`src/rtl/mind_pkg.sv`:
```
package mind_pkg;
    localparam int ADDR_W  = 32;
    localparam int HALF_W  = 16;
    localparam int SCALE_W = 2;

    typedef enum logic [2:0] {
        ST_IDLE  = 3'd0,
        ST_CALC  = 3'd1,
        ST_READ  = 3'd2,
        ST_FINAL = 3'd3,
        ST_DONE  = 3'd4
    } mind_state_e;

    typedef enum logic [1:0] {
        IND_NONE  = 2'd0,
        IND_PRE   = 2'd1,
        IND_POST  = 2'd2,
        IND_NOIDX = 2'd3
    } mind_ind_e;
endpackage

```
`src/rtl/mind_sext.sv`:
```
module mind_sext #(
    parameter int AW = mind_pkg::ADDR_W,
    parameter int HW = mind_pkg::HALF_W
) (
    input  logic [AW-1:0] raw,
    input  logic          is_long,
    input  logic          sup,
    output logic [AW-1:0] ext
);
    localparam int PAD_W = AW - HW;

    always_comb begin
        if (sup) begin
            ext = '0;
        end else if (is_long) begin
            ext = raw;
        end else begin
            ext = {{PAD_W{raw[HW-1]}}, raw[HW-1:0]};
        end
    end
endmodule

```
`src/rtl/mind_idx_scale.sv`:
```
module mind_idx_scale #(
    parameter int AW = mind_pkg::ADDR_W,
    parameter int SW = mind_pkg::SCALE_W
) (
    input  logic [AW-1:0] idx_in,
    input  logic [SW-1:0] shamt,
    output logic [AW-1:0] idx_out
);
    always_comb begin
        idx_out = idx_in << shamt;
    end
endmodule

```
`src/rtl/mind_adder3.sv`:
```
module mind_adder3 #(
    parameter int AW = mind_pkg::ADDR_W
) (
    input  logic [AW-1:0] a,
    input  logic [AW-1:0] b,
    input  logic [AW-1:0] c,
    output logic [AW-1:0] sum
);
    always_comb begin
        sum = a + b + c;
    end
endmodule

```
`src/rtl/mind_addr_seq.sv`:
```
module mind_addr_seq
    import mind_pkg::*;
#(
    parameter int AW = mind_pkg::ADDR_W,
    parameter int HW = mind_pkg::HALF_W,
    parameter int SW = mind_pkg::SCALE_W
) (
    input  logic          clk,
    input  logic          rst_n,
    input  logic          start,
    input  logic [1:0]    ind_mode,
    input  logic          base_is_pc,
    input  logic [AW-1:0] pc_value,
    input  logic [AW-1:0] areg_value,
    input  logic          base_sup,
    input  logic [AW-1:0] idx_value,
    input  logic          idx_long,
    input  logic [SW-1:0] idx_scale,
    input  logic          idx_sup,
    input  logic [AW-1:0] bd_value,
    input  logic          bd_long,
    input  logic          bd_sup,
    input  logic [AW-1:0] od_value,
    input  logic          od_long,
    input  logic          od_sup,
    output logic          mem_req,
    output logic [AW-1:0] mem_addr,
    input  logic          mem_ack,
    input  logic [AW-1:0] mem_rdata,
    input  logic          mem_err,
    output logic          done,
    output logic          err,
    output logic [AW-1:0] addr_out
);
    mind_state_e state_q, state_d;
    mind_ind_e   mode_q;

    logic          base_pc_q, base_sup_q;
    logic [AW-1:0] pc_q, areg_q;
    logic [AW-1:0] idx_q, bd_q, od_q;
    logic          idx_long_q, idx_sup_q, bd_long_q, bd_sup_q, od_long_q, od_sup_q;
    logic [SW-1:0] scale_q;
    logic [AW-1:0] ptr_q, rdata_q, result_q;
    logic          err_q;

    logic          idx_eff_sup, all_sup;
    logic [AW-1:0] base_sel, idx_ext, idx_scaled, bd_ext, od_ext;
    logic [AW-1:0] add_a, add_b, add_c, add_sum;

    // ---------------- operand preparation ----------------
    assign idx_eff_sup = idx_sup_q | (mode_q == IND_NOIDX);

    always_comb begin
        if (base_sup_q) begin
            base_sel = '0;
        end else if (base_pc_q) begin
            base_sel = pc_q;
        end else begin
            base_sel = areg_q;
        end
    end

    mind_sext #(.AW(AW), .HW(HW)) u_idx_ext (
        .raw(idx_q), .is_long(idx_long_q), .sup(idx_eff_sup), .ext(idx_ext)
    );
    mind_idx_scale #(.AW(AW), .SW(SW)) u_idx_scale (
        .idx_in(idx_ext), .shamt(scale_q), .idx_out(idx_scaled)
    );
    mind_sext #(.AW(AW), .HW(HW)) u_bd_ext (
        .raw(bd_q), .is_long(bd_long_q), .sup(bd_sup_q), .ext(bd_ext)
    );
    mind_sext #(.AW(AW), .HW(HW)) u_od_ext (
        .raw(od_q), .is_long(od_long_q), .sup(od_sup_q), .ext(od_ext)
    );

    always_comb begin
        all_sup = base_sup_q & idx_eff_sup & bd_sup_q &
                  (od_sup_q | (mode_q == IND_NONE));
    end

    // ---------------- shared three-input adder ----------------
    always_comb begin
        if (state_q == ST_FINAL) begin
            add_a = rdata_q;
            add_b = od_ext;
            add_c = (mode_q == IND_POST) ? idx_scaled : '0;
        end else begin
            add_a = base_sel;
            add_b = bd_ext;
            add_c = (mode_q == IND_NONE || mode_q == IND_PRE) ? idx_scaled : '0;
        end
    end

    mind_adder3 #(.AW(AW)) u_add (
        .a(add_a), .b(add_b), .c(add_c), .sum(add_sum)
    );

    // ---------------- state register ----------------
    always_ff @(posedge clk or negedge rst_n) begin
        if (!rst_n) begin
            state_q <= ST_IDLE;
        end else begin
            state_q <= state_d;
        end
    end

    always_comb begin
        state_d = state_q;
        unique case (state_q)
            ST_IDLE: begin
                if (start) state_d = ST_CALC;
            end
            ST_CALC: begin
                if (all_sup || mode_q == IND_NONE) begin
                    state_d = ST_DONE;
                end else begin
                    state_d = ST_READ;
                end
            end
            ST_READ: begin
                if (mem_err) begin
                    state_d = ST_DONE;
                end else if (mem_ack) begin
                    state_d = ST_FINAL;
                end
            end
            ST_FINAL: state_d = ST_DONE;
            ST_DONE:  state_d = ST_IDLE;
            default:  state_d = ST_IDLE;
        endcase
    end

    // ---------------- datapath registers ----------------
    always_ff @(posedge clk or negedge rst_n) begin
        if (!rst_n) begin
            mode_q     <= IND_NONE;
            base_pc_q  <= 1'b0;
            base_sup_q <= 1'b0;
            pc_q       <= '0;
            areg_q     <= '0;
            idx_q      <= '0;
            idx_long_q <= 1'b0;
            idx_sup_q  <= 1'b0;
            scale_q    <= '0;
            bd_q       <= '0;
            bd_long_q  <= 1'b0;
            bd_sup_q   <= 1'b0;
            od_q       <= '0;
            od_long_q  <= 1'b0;
            od_sup_q   <= 1'b0;
            ptr_q      <= '0;
            rdata_q    <= '0;
            result_q   <= '0;
            err_q      <= 1'b0;
        end else begin
            unique case (state_q)
                ST_IDLE: begin
                    if (start) begin
                        mode_q     <= mind_ind_e'(ind_mode);
                        base_pc_q  <= base_is_pc;
                        base_sup_q <= base_sup;
                        pc_q       <= pc_value;
                        areg_q     <= areg_value;
                        idx_q      <= idx_value;
                        idx_long_q <= idx_long;
                        idx_sup_q  <= idx_sup;
                        scale_q    <= idx_scale;
                        bd_q       <= bd_value;
                        bd_long_q  <= bd_long;
                        bd_sup_q   <= bd_sup;
                        od_q       <= od_value;
                        od_long_q  <= od_long;
                        od_sup_q   <= od_sup;
                        err_q      <= 1'b0;
                    end
                end
                ST_CALC: begin
                    if (all_sup) begin
                        err_q <= 1'b1;
                    end else if (mode_q == IND_NONE) begin
                        result_q <= add_sum;
                    end else begin
                        ptr_q <= add_sum;
                    end
                end
                ST_READ: begin
                    if (mem_err) begin
                        err_q <= 1'b1;
                    end else if (mem_ack) begin
                        rdata_q <= mem_rdata;
                    end
                end
                ST_FINAL: begin
                    result_q <= add_sum;
                end
                ST_DONE: begin
                end
                default: begin
                end
            endcase
        end
    end

    // ---------------- outputs ----------------
    always_comb begin
        mem_req  = (state_q == ST_READ);
        mem_addr = ptr_q;
        done     = (state_q == ST_DONE) && !err_q;
        err      = (state_q == ST_DONE) && err_q;
        addr_out = result_q;
    end

    // ---------------- assertions ----------------

    req_hold_chk: assert property (@(posedge clk) disable iff (!rst_n)
        (mem_req && !mem_ack && !mem_err) |=> (mem_req && $stable(mem_addr)));


    done_pulse_chk: assert property (@(posedge clk) disable iff (!rst_n)
        (done || err) |=> !(done || err));


    direct_nomem_chk: assert property (@(posedge clk) disable iff (!rst_n)
        (state_q == ST_CALC && mode_q == IND_NONE) |=> !mem_req);


    allsup_err_chk: assert property (@(posedge clk) disable iff (!rst_n)
        (state_q == ST_CALC && all_sup) |=> (err && !done && !mem_req));


    bus_err_chk: assert property (@(posedge clk) disable iff (!rst_n)
        (mem_req && mem_err) |=> (err && !done));


    final_done_chk: assert property (@(posedge clk) disable iff (!rst_n)
        (state_q == ST_FINAL) |=> done);
endmodule

```
`config.mk`:
```
export PLATFORM = sky130hd
export DESIGN_NAME = mind_addr_seq
export DESIGN_NICKNAME = d
export VERILOG_FILES = /design/src/rtl/mind_pkg.sv /design/src/rtl/mind_sext.sv /design/src/rtl/mind_idx_scale.sv /design/src/rtl/mind_adder3.sv /design/src/rtl/mind_addr_seq.sv
export SDC_FILE = /design/constraint.sdc
export NUM_CORES = 1
export LEC_CHECK = 0
export BUFFER_PORTS_ARGS = -buffer_cell sky130_fd_sc_hd__buf_2
export CORE_ASPECT_RATIO = 0.75
export CORE_MARGIN = 2
export CORE_UTILIZATION = 45
export DETAILED_ROUTE_END_ITERATION = 12
export PLACE_DENSITY = 0.7
export SLEW_MARGIN = 20
export SYNTH_ARGS = -nofsm -noshare
export SYNTH_HDL_FRONTEND = slang
export SYNTH_SLANG_ARGS = --single-unit
```
`constraint.sdc`:
```
create_clock -name clk -period 11.7 [get_ports clk]
set_clock_uncertainty 0.15 [all_clocks]
set_input_delay 1.17 -clock clk [delete_from_list [all_inputs] [get_ports clk]]
set_output_delay 1.17 -clock clk [all_outputs]
set_load 0.005 [all_outputs]
```
==> results of run 1 <==
-- final cells by class --
| class | instances | area, sq um | share of cell area, % |
|---|---|---|---|
| diodes | 7 | 17.5 | 0.0997 |
| well taps | 442 | 553 | 3.15 |
| inverters | 66 | 248 | 1.41 |
| clock buffers | 40 | 837 | 4.76 |
| flip-flops and latches | 272 | 6810 | 38.7 |
| clock inverters | 9 | 113 | 0.641 |
| repair buffers | 292 | 1510 | 8.62 |
| multi-input cells | 1291 | 7480 | 42.6 |
-- metal layers --
layer  up-vias  track usage (%)  share of wire (%)  routed length [microns]
li1       6186                -                  -                        -
met1      6258             35.1                 45                    19800
met2       408             40.9                 46                    20300
met3        77             3.90                5.8                     2570
met4         0             7.89                2.8                     1210
met5         -                0                  0                        0
-- power by group --
part / leakage [nW] / total, W / switching (W) / internal [W]
clock network: 0.468 / 0.000930 / 0.000389 / 0.000541
registers: 3.38 / 0.00176 / 0.000361 / 0.00140
logic: 5.33 / 0.00379 / 0.00239 / 0.00141
total: 9.18 / 0.00648 / 0.00314 / 0.00334
-- final timing paths --
kind	start	to	slack, ps	cells past startpoint
setup / recovery	state_q[1]	mem_addr[25]	6530	16
hold / removal	mem_addr[5]	mem_addr[5]	320	2
setup reg to reg	state_q[1]	mem_addr[25]	6530	16
hold reg to reg	mem_addr[5]	mem_addr[5]	320	2
max in group asynchronous	rst_n	base_pc_q	9140	2
min in group asynchronous	rst_n	areg_q[3]	530	1
-- cell usage after synthesis (14+ instances only) --
| library cell | instances | share of area, % |
|---|---|---|
| fa_1 | 32 | 4.3 |
| nor2_1 | 33 | 0.83 |
| ha_1 | 30 | 2.5 |
| mux2_2 | 55 | 4.1 |
| nand3_1 | 22 | 0.73 |
| o21ai_0 | 78 | 2.6 |
| o22a_1 | 15 | 0.88 |
| dfrtp_1 | 272 | 45 |
| a22oi_1 | 14 | 0.70 |
| mux2i_1 | 53 | 3.5 |
| nor3_1 | 38 | 1.3 |
| a21o_1 | 24 | 1.2 |
| nand2_1 | 650 | 16 |
| a21oi_1 | 108 | 3.6 |
| inv_1 | 66 | 1.7 |
| xnor2_1 | 15 | 0.88 |
| clkbuf_1 | 104 | 2.6 |
-- metrics by stage --
step	hold slack, ps	setup slack (ps)
floorplan	291	7290
global placement	308	6820
detailed placement	312	6650
CTS	327	6580
global route	347	6210
finish	320	6530
-- registers in the layout, summed over array words and instances (netlist names) --
register	cells
idx_q	32
rdata_q	32
scale_q	2
mem_addr	32
bd_q	32
base_sup_q	1
state_q	3
areg_q	32
addr_out	32
od_long_q	1
err_q	1
od_sup_q	1
idx_sup_q	1
bd_sup_q	1
pc_q	32
mode_q	2
od_q	32
idx_long_q	1
bd_long_q	1
base_pc_q	1
-- cells by family after synthesis --
logic type	Yosys count
compound gates	304
mux	109
buf+inv	187
flops	272
xor+xnor	28
fa+ha+maj	62
simple gates	788
-- critical path, delay by kind of cell, from the launching register on --
family                   cells  cell delay [ps]
adder cells (fa/ha/maj)      3             1140
AND/OR/NAND/NOR              3              610
multiplexers                 1              220
flip-flops                   1              550
AO/OA/AOI/OAI                6             1500
buffers and inverters        3              810
==> flow_summary.toml, run 1 <==
[timing]
timing.max_slew.rel_slack_pct = 30.6
slew_violations = 0
final_min_period_over_clock_period_pct = 44.2
setup_repair_after_global_routing_missed_its_margin = "no"
timing_worst_slew_pin_value_ps = 1030
max_freq_ghz = 0.193
final.min_clock_period_ps = 5170
post_route_setup_tns_ps = 0
hold_viol_final = 0
setup_viols_final = 0

[die]
dieHeight_microns = 162
die_area_sq_um = 34800
standard_cell_core_area_sq_um = 32600
boundaryPins = 276
placementRows = 57
initial_core_util_pct = 46.0
chipWidth_microns = 215

[synth]
synth.distinct_cells = 62
yosys.area_share.xor_xnor_pct = 1.63
ys_seq_area_share_pct = 45.4
synth.area.mux_share_pct = 7.81
share_of_the_synthesized_area_in_compound_gates_ao_oa_aoi_oai_pct = 12.4
main_combinational_cell_family_by_area_after_synthesis = "simple AND/OR/NAND/NOR gates"
syn_area_sq_um = 15000
synth-adder-area-share_pct = 6.77
synth_async_sr_flop_share_pct = 100
synthesis.yosys.warnings = 0
count_of_mapped_cells_out_of_synthesis = 1750
synth-main-ff-cell = "dfrtp_1"
synthesis.nets = 2021
synth_enable_flop_cells = 0
syn_avg_cell_area_sq_um = 8.57
post_synth_simple_gate_area_pct = 21.1
synth_seq_cells = 272

[routing]
detail_route.iter0.violations = 1012
wl_per_cell_microns = 18.1
vias_per_cell = 5.34
dr.pass1.iters = 6
final_antenna_net_count = 0
detail_route.wirelength_microns = 43900
drc_errors = 0
route.vias.total = 12900

[place]
placed_cells = 2363
port-buffer-count = 275
global_placer_s_final_weighted_congestion = 0.910
hpwl_microns = 32100
detailed_place.area_sq_um = 16600

[critical_path]
setup_crit_path_kind = "flop to flop"
endpoint_kind = "flop"
slowest_stage = "dfrtp_1"
start_kind = "flop"
crit_path_cell_trace = "and3b_2, buf_4, nor2b_1, buf_4, a22oi_1, fa_1, inv_1, ha_1, fa_1, a21o_1, a31oi_1, nor2_1, o211ai_1, a211oi_1, mux2i_1, o311ai_0"
critPathMaxStageDelay_ps = 550
cp_data_arrival_time_ps = 5430
cp_data_required_time_ps = 11960
critical_path.max_fanout = 67

[layout]
fin_util_pct = 53.9
area_growth_syn_to_layout_pct = 17.1
nFillCells = 3105
final_layout_size_suffix_gt1_share_pct = 20.6
stdcell_count = 2419
final_nets = 2223
final_common_cell = "nand2_1"
layout.cells.most_common_list = "nand2_1 (649), buf_2 (274), dfrtp_1 (271)"
postLayoutCellArea_sq_um = 17600

[clock_tree]
post-cts-setup-buffer-count = 0
sinks_on_clock_net = 272
clock_transition_at_path_regs_ps = 60
postCtsHoldBufs = 0
htree_num_levels = 1
cts_root_buffer = "clkbuf_16"
cts.repair.resized = 0
tritoncts_buffer_count = 29
clock_tree_from_tritoncts = "built"
clk-insertion-delay-late_ps = 570
cts_max_path_buffers = 3

[grt]
pin_count_of_the_biggest_net_entering_global_routing = 123
via_count_of_the_first_global_routing_pass = 12700
antenna_violations_before_repair = 7
grt_usage_pct = 25.3
globalRouteOverflowTotal = 0
grt_first_pass_wirelength_microns = 69700

[worst_hold_path]
hp-class = "flop to flop"

[power]
power.density_cell_area_nw_per_um2 = 369
finalPower_w = 0.00648
power.ir.vdd_worst_v = 0.000173
p_leak_nw = 9.18

[status]
run_status = "finished clean"

[flow_run]
drv_cap = 0
Note: power is estimated with default switching activity, not from simulation.
==> run 2, diff against run 1 <==
--- a/config.mk
+++ b/config.mk
@@ -10,7 +10,7 @@
 export CORE_MARGIN = 2
 export CORE_UTILIZATION = 45
 export DETAILED_ROUTE_END_ITERATION = 12
-export PLACE_DENSITY = 0.7
+export PLACE_DENSITY = 0.72
 export SLEW_MARGIN = 20
 export SYNTH_ARGS = -nofsm -noshare
 export SYNTH_HDL_FRONTEND = slang
==> constraint.sdc (replaced) <==
create_clock -name clk -period 4.2 [get_ports clk]
set_clock_uncertainty 0.15 [all_clocks]
set_input_delay 0.42 -clock clk [delete_from_list [all_inputs] [get_ports clk]]
set_output_delay 0.42 -clock clk [all_outputs]
set_load 0.005 [all_outputs]
==> flow_summary.toml, run 2 (synthesis results as in run 1) <==
[status]
run_status = "finished clean"

[routing]
detail_route.wirelength_microns = 50000
final_antenna_net_count = 0
vias_per_cell = 5.32
wl_per_cell_microns = 18.4
detail_route.iter0.violations = 1229
dr.pass1.iters = 5
drc_errors = 0
route.vias.total = 14400

[timing]
timing_worst_slew_pin_value_ps = 852
fin_worst_hold_slack_ps = 72.4
max_freq_ghz = 0.242
slew_violations = 0
post_route_setup_tns_ps = 0
setup_viols_final = 0
final_min_period_over_clock_period_pct = 98.3
final.min_clock_period_ps = 4130
timing.max_slew.rel_slack_pct = 43.2
setup_repair_after_global_routing_missed_its_margin = "yes"
hold_viol_final = 0

[die]
dieHeight_microns = 162
placementRows = 57
standard_cell_core_area_sq_um = 32600
chipWidth_microns = 215
initial_core_util_pct = 46.0
boundaryPins = 276
die_area_sq_um = 34800

[critical_path]
cp_data_arrival_time_ps = 4400
slowest_stage = "fa_1"
cp_data_required_time_ps = 4470
setup_crit_path_kind = "flop to flop"
cp_common_cell = "a31oi_4"
crit_path_cell_trace = "and3b_2, nand3b_1, o21a_1, or4_4, fa_1, inv_2, ha_4, fa_2, a21o_1, a31oi_4, o31a_1, a31oi_4, a221oi_2, xor2_1, o21ai_1"
endpoint_kind = "flop"
cp.buffers_inverters = 1
start_kind = "flop"
critPathMaxStageDelay_ps = 520
timing.critical_path.from = "state_q[2]"
worstReg2RegStart = "state_q[2]"
worst_path_dominant_cell_family = "compound AO/OA/AOI/OAI gates"
critical_path.max_fanout = 4

[clock_tree]
tritoncts_buffer_count = 29
cts_root_buffer = "clkbuf_16"
clock_transition_at_path_regs_ps = 60
clk-insertion-delay-late_ps = 570
htree_num_levels = 1
clock_tree_from_tritoncts = "built"
sinks_on_clock_net = 272
cts_max_path_buffers = 3

[layout]
stdcell_count = 2715
final_layout_size_suffix_gt1_share_pct = 24.0
fin_util_pct = 63.8
area_growth_syn_to_layout_pct = 38.6
final_common_cell = "nand2_1"
final_nets = 2521
layout.cells.most_common_list = "nand2_1 (648), buf_2 (275), dfrtp_1 (268)"

[grt]
grt_usage_pct = 28.5
via_count_of_the_first_global_routing_pass = 14800
antenna_violations_before_repair = 2
pin_count_of_the_biggest_net_entering_global_routing = 112
globalRouteOverflowTotal = 0
grt_first_pass_wirelength_microns = 79000

[worst_hold_path]
hp-class = "input port to flop"
min-delay-start = "idx_value[13]"

[place]
port-buffer-count = 275
hpwl_microns = 33500
placed_cells = 2440
global_placer_s_final_weighted_congestion = 0.974

[power]
power.density_cell_area_nw_per_um2 = 992
power.ir.vdd_worst_v = 0.000512
p_leak_nw = 10.6
finalPower_w = 0.0206

[flow_run]
drv_cap = 0
[run 2: cell count changes in the layout (fill, tap and decap cells not counted), moves of 7 or more]
cell,change
a21oi_1,-11
a21oi_2,+10
buf_12,+8
buf_4,+77
dlygate4sd3_1,+205
ha_1,-7
ha_4,+7
[run 2: metrics by stage]
| stage | instance area [sq um] | worst slack (ps) |
|---|---|---|
| after floorplan | 15000 | 18.5 |
| after global routing | 20800 | -153 |
| after detailed placement | 17300 | -77.0 |
| after CTS | 20300 | 4.65 |
| final | 20800 | 70.4 |
| after global placement | 17300 | 38.9 |
[run 2: path summary, 6_finish.rpt]
check | to | slack (ps) | cells past startpoint
min in group asynchronous | areg_q[3] | 380 | 2
worst min register to register | mem_addr[4] | 320 | 2
worst max-delay path | addr_out[27] | 70 | 15
worst min-delay path | idx_q[13] | 70 | 3
worst max register to register | addr_out[27] | 70 | 15
max in group asynchronous | addr_out[6] | 2480 | 3
[run 2: cell type report]
| type | instances | area [sq um] |
|---|---|---|
| sequential | 272 | 6810 |
| inverter | 66 | 248 |
| tap | 442 | 553 |
| multi-input combinational | 1291 | 7770 |
| antenna | 2 | 5.00 |
| clock inverter | 13 | 199 |
| timing repair buffer | 590 | 4400 |
| clock buffer | 39 | 803 |
| fill | 2615 | 11800 |
[run 2: power breakdown]
group	leakage, nW	switching, W	internal [W]
logic	6.71	0.00753	0.00553
clock network	0.488	0.00110	0.00164
registers	3.38	0.000929	0.00390
[run 2: repair_timing]
item | 4_1_cts | 5_1_grt
pin swaps | 0 | 18
gates resized for setup | 2 | 66
gates cloned | 0 | 3
endpoints found under the hold margin | 309 | 0
buffers inserted | 0 | 12
setup endpoints to repair | 7 | 35
hold buffers | 205 | 0
[run 2: tightest hold or removal path, cell delays in order]
cell     delay, ps
buf_2           90
nand2_1        140
nand2_1         90
[run 2: metal layers]
| metal | GRT usage, % | vias to the layer above | share of wire [%] |
|---|---|---|---|
| li1 | - | 6783 | - |
| met1 | 37.3 | 6972 | 42 |
| met2 | 48.2 | 560 | 48 |
| met3 | 4.98 | 123 | 6.7 |
| met4 | 9.79 | 0 | 3.6 |
| met5 | 0 | - | 0 |
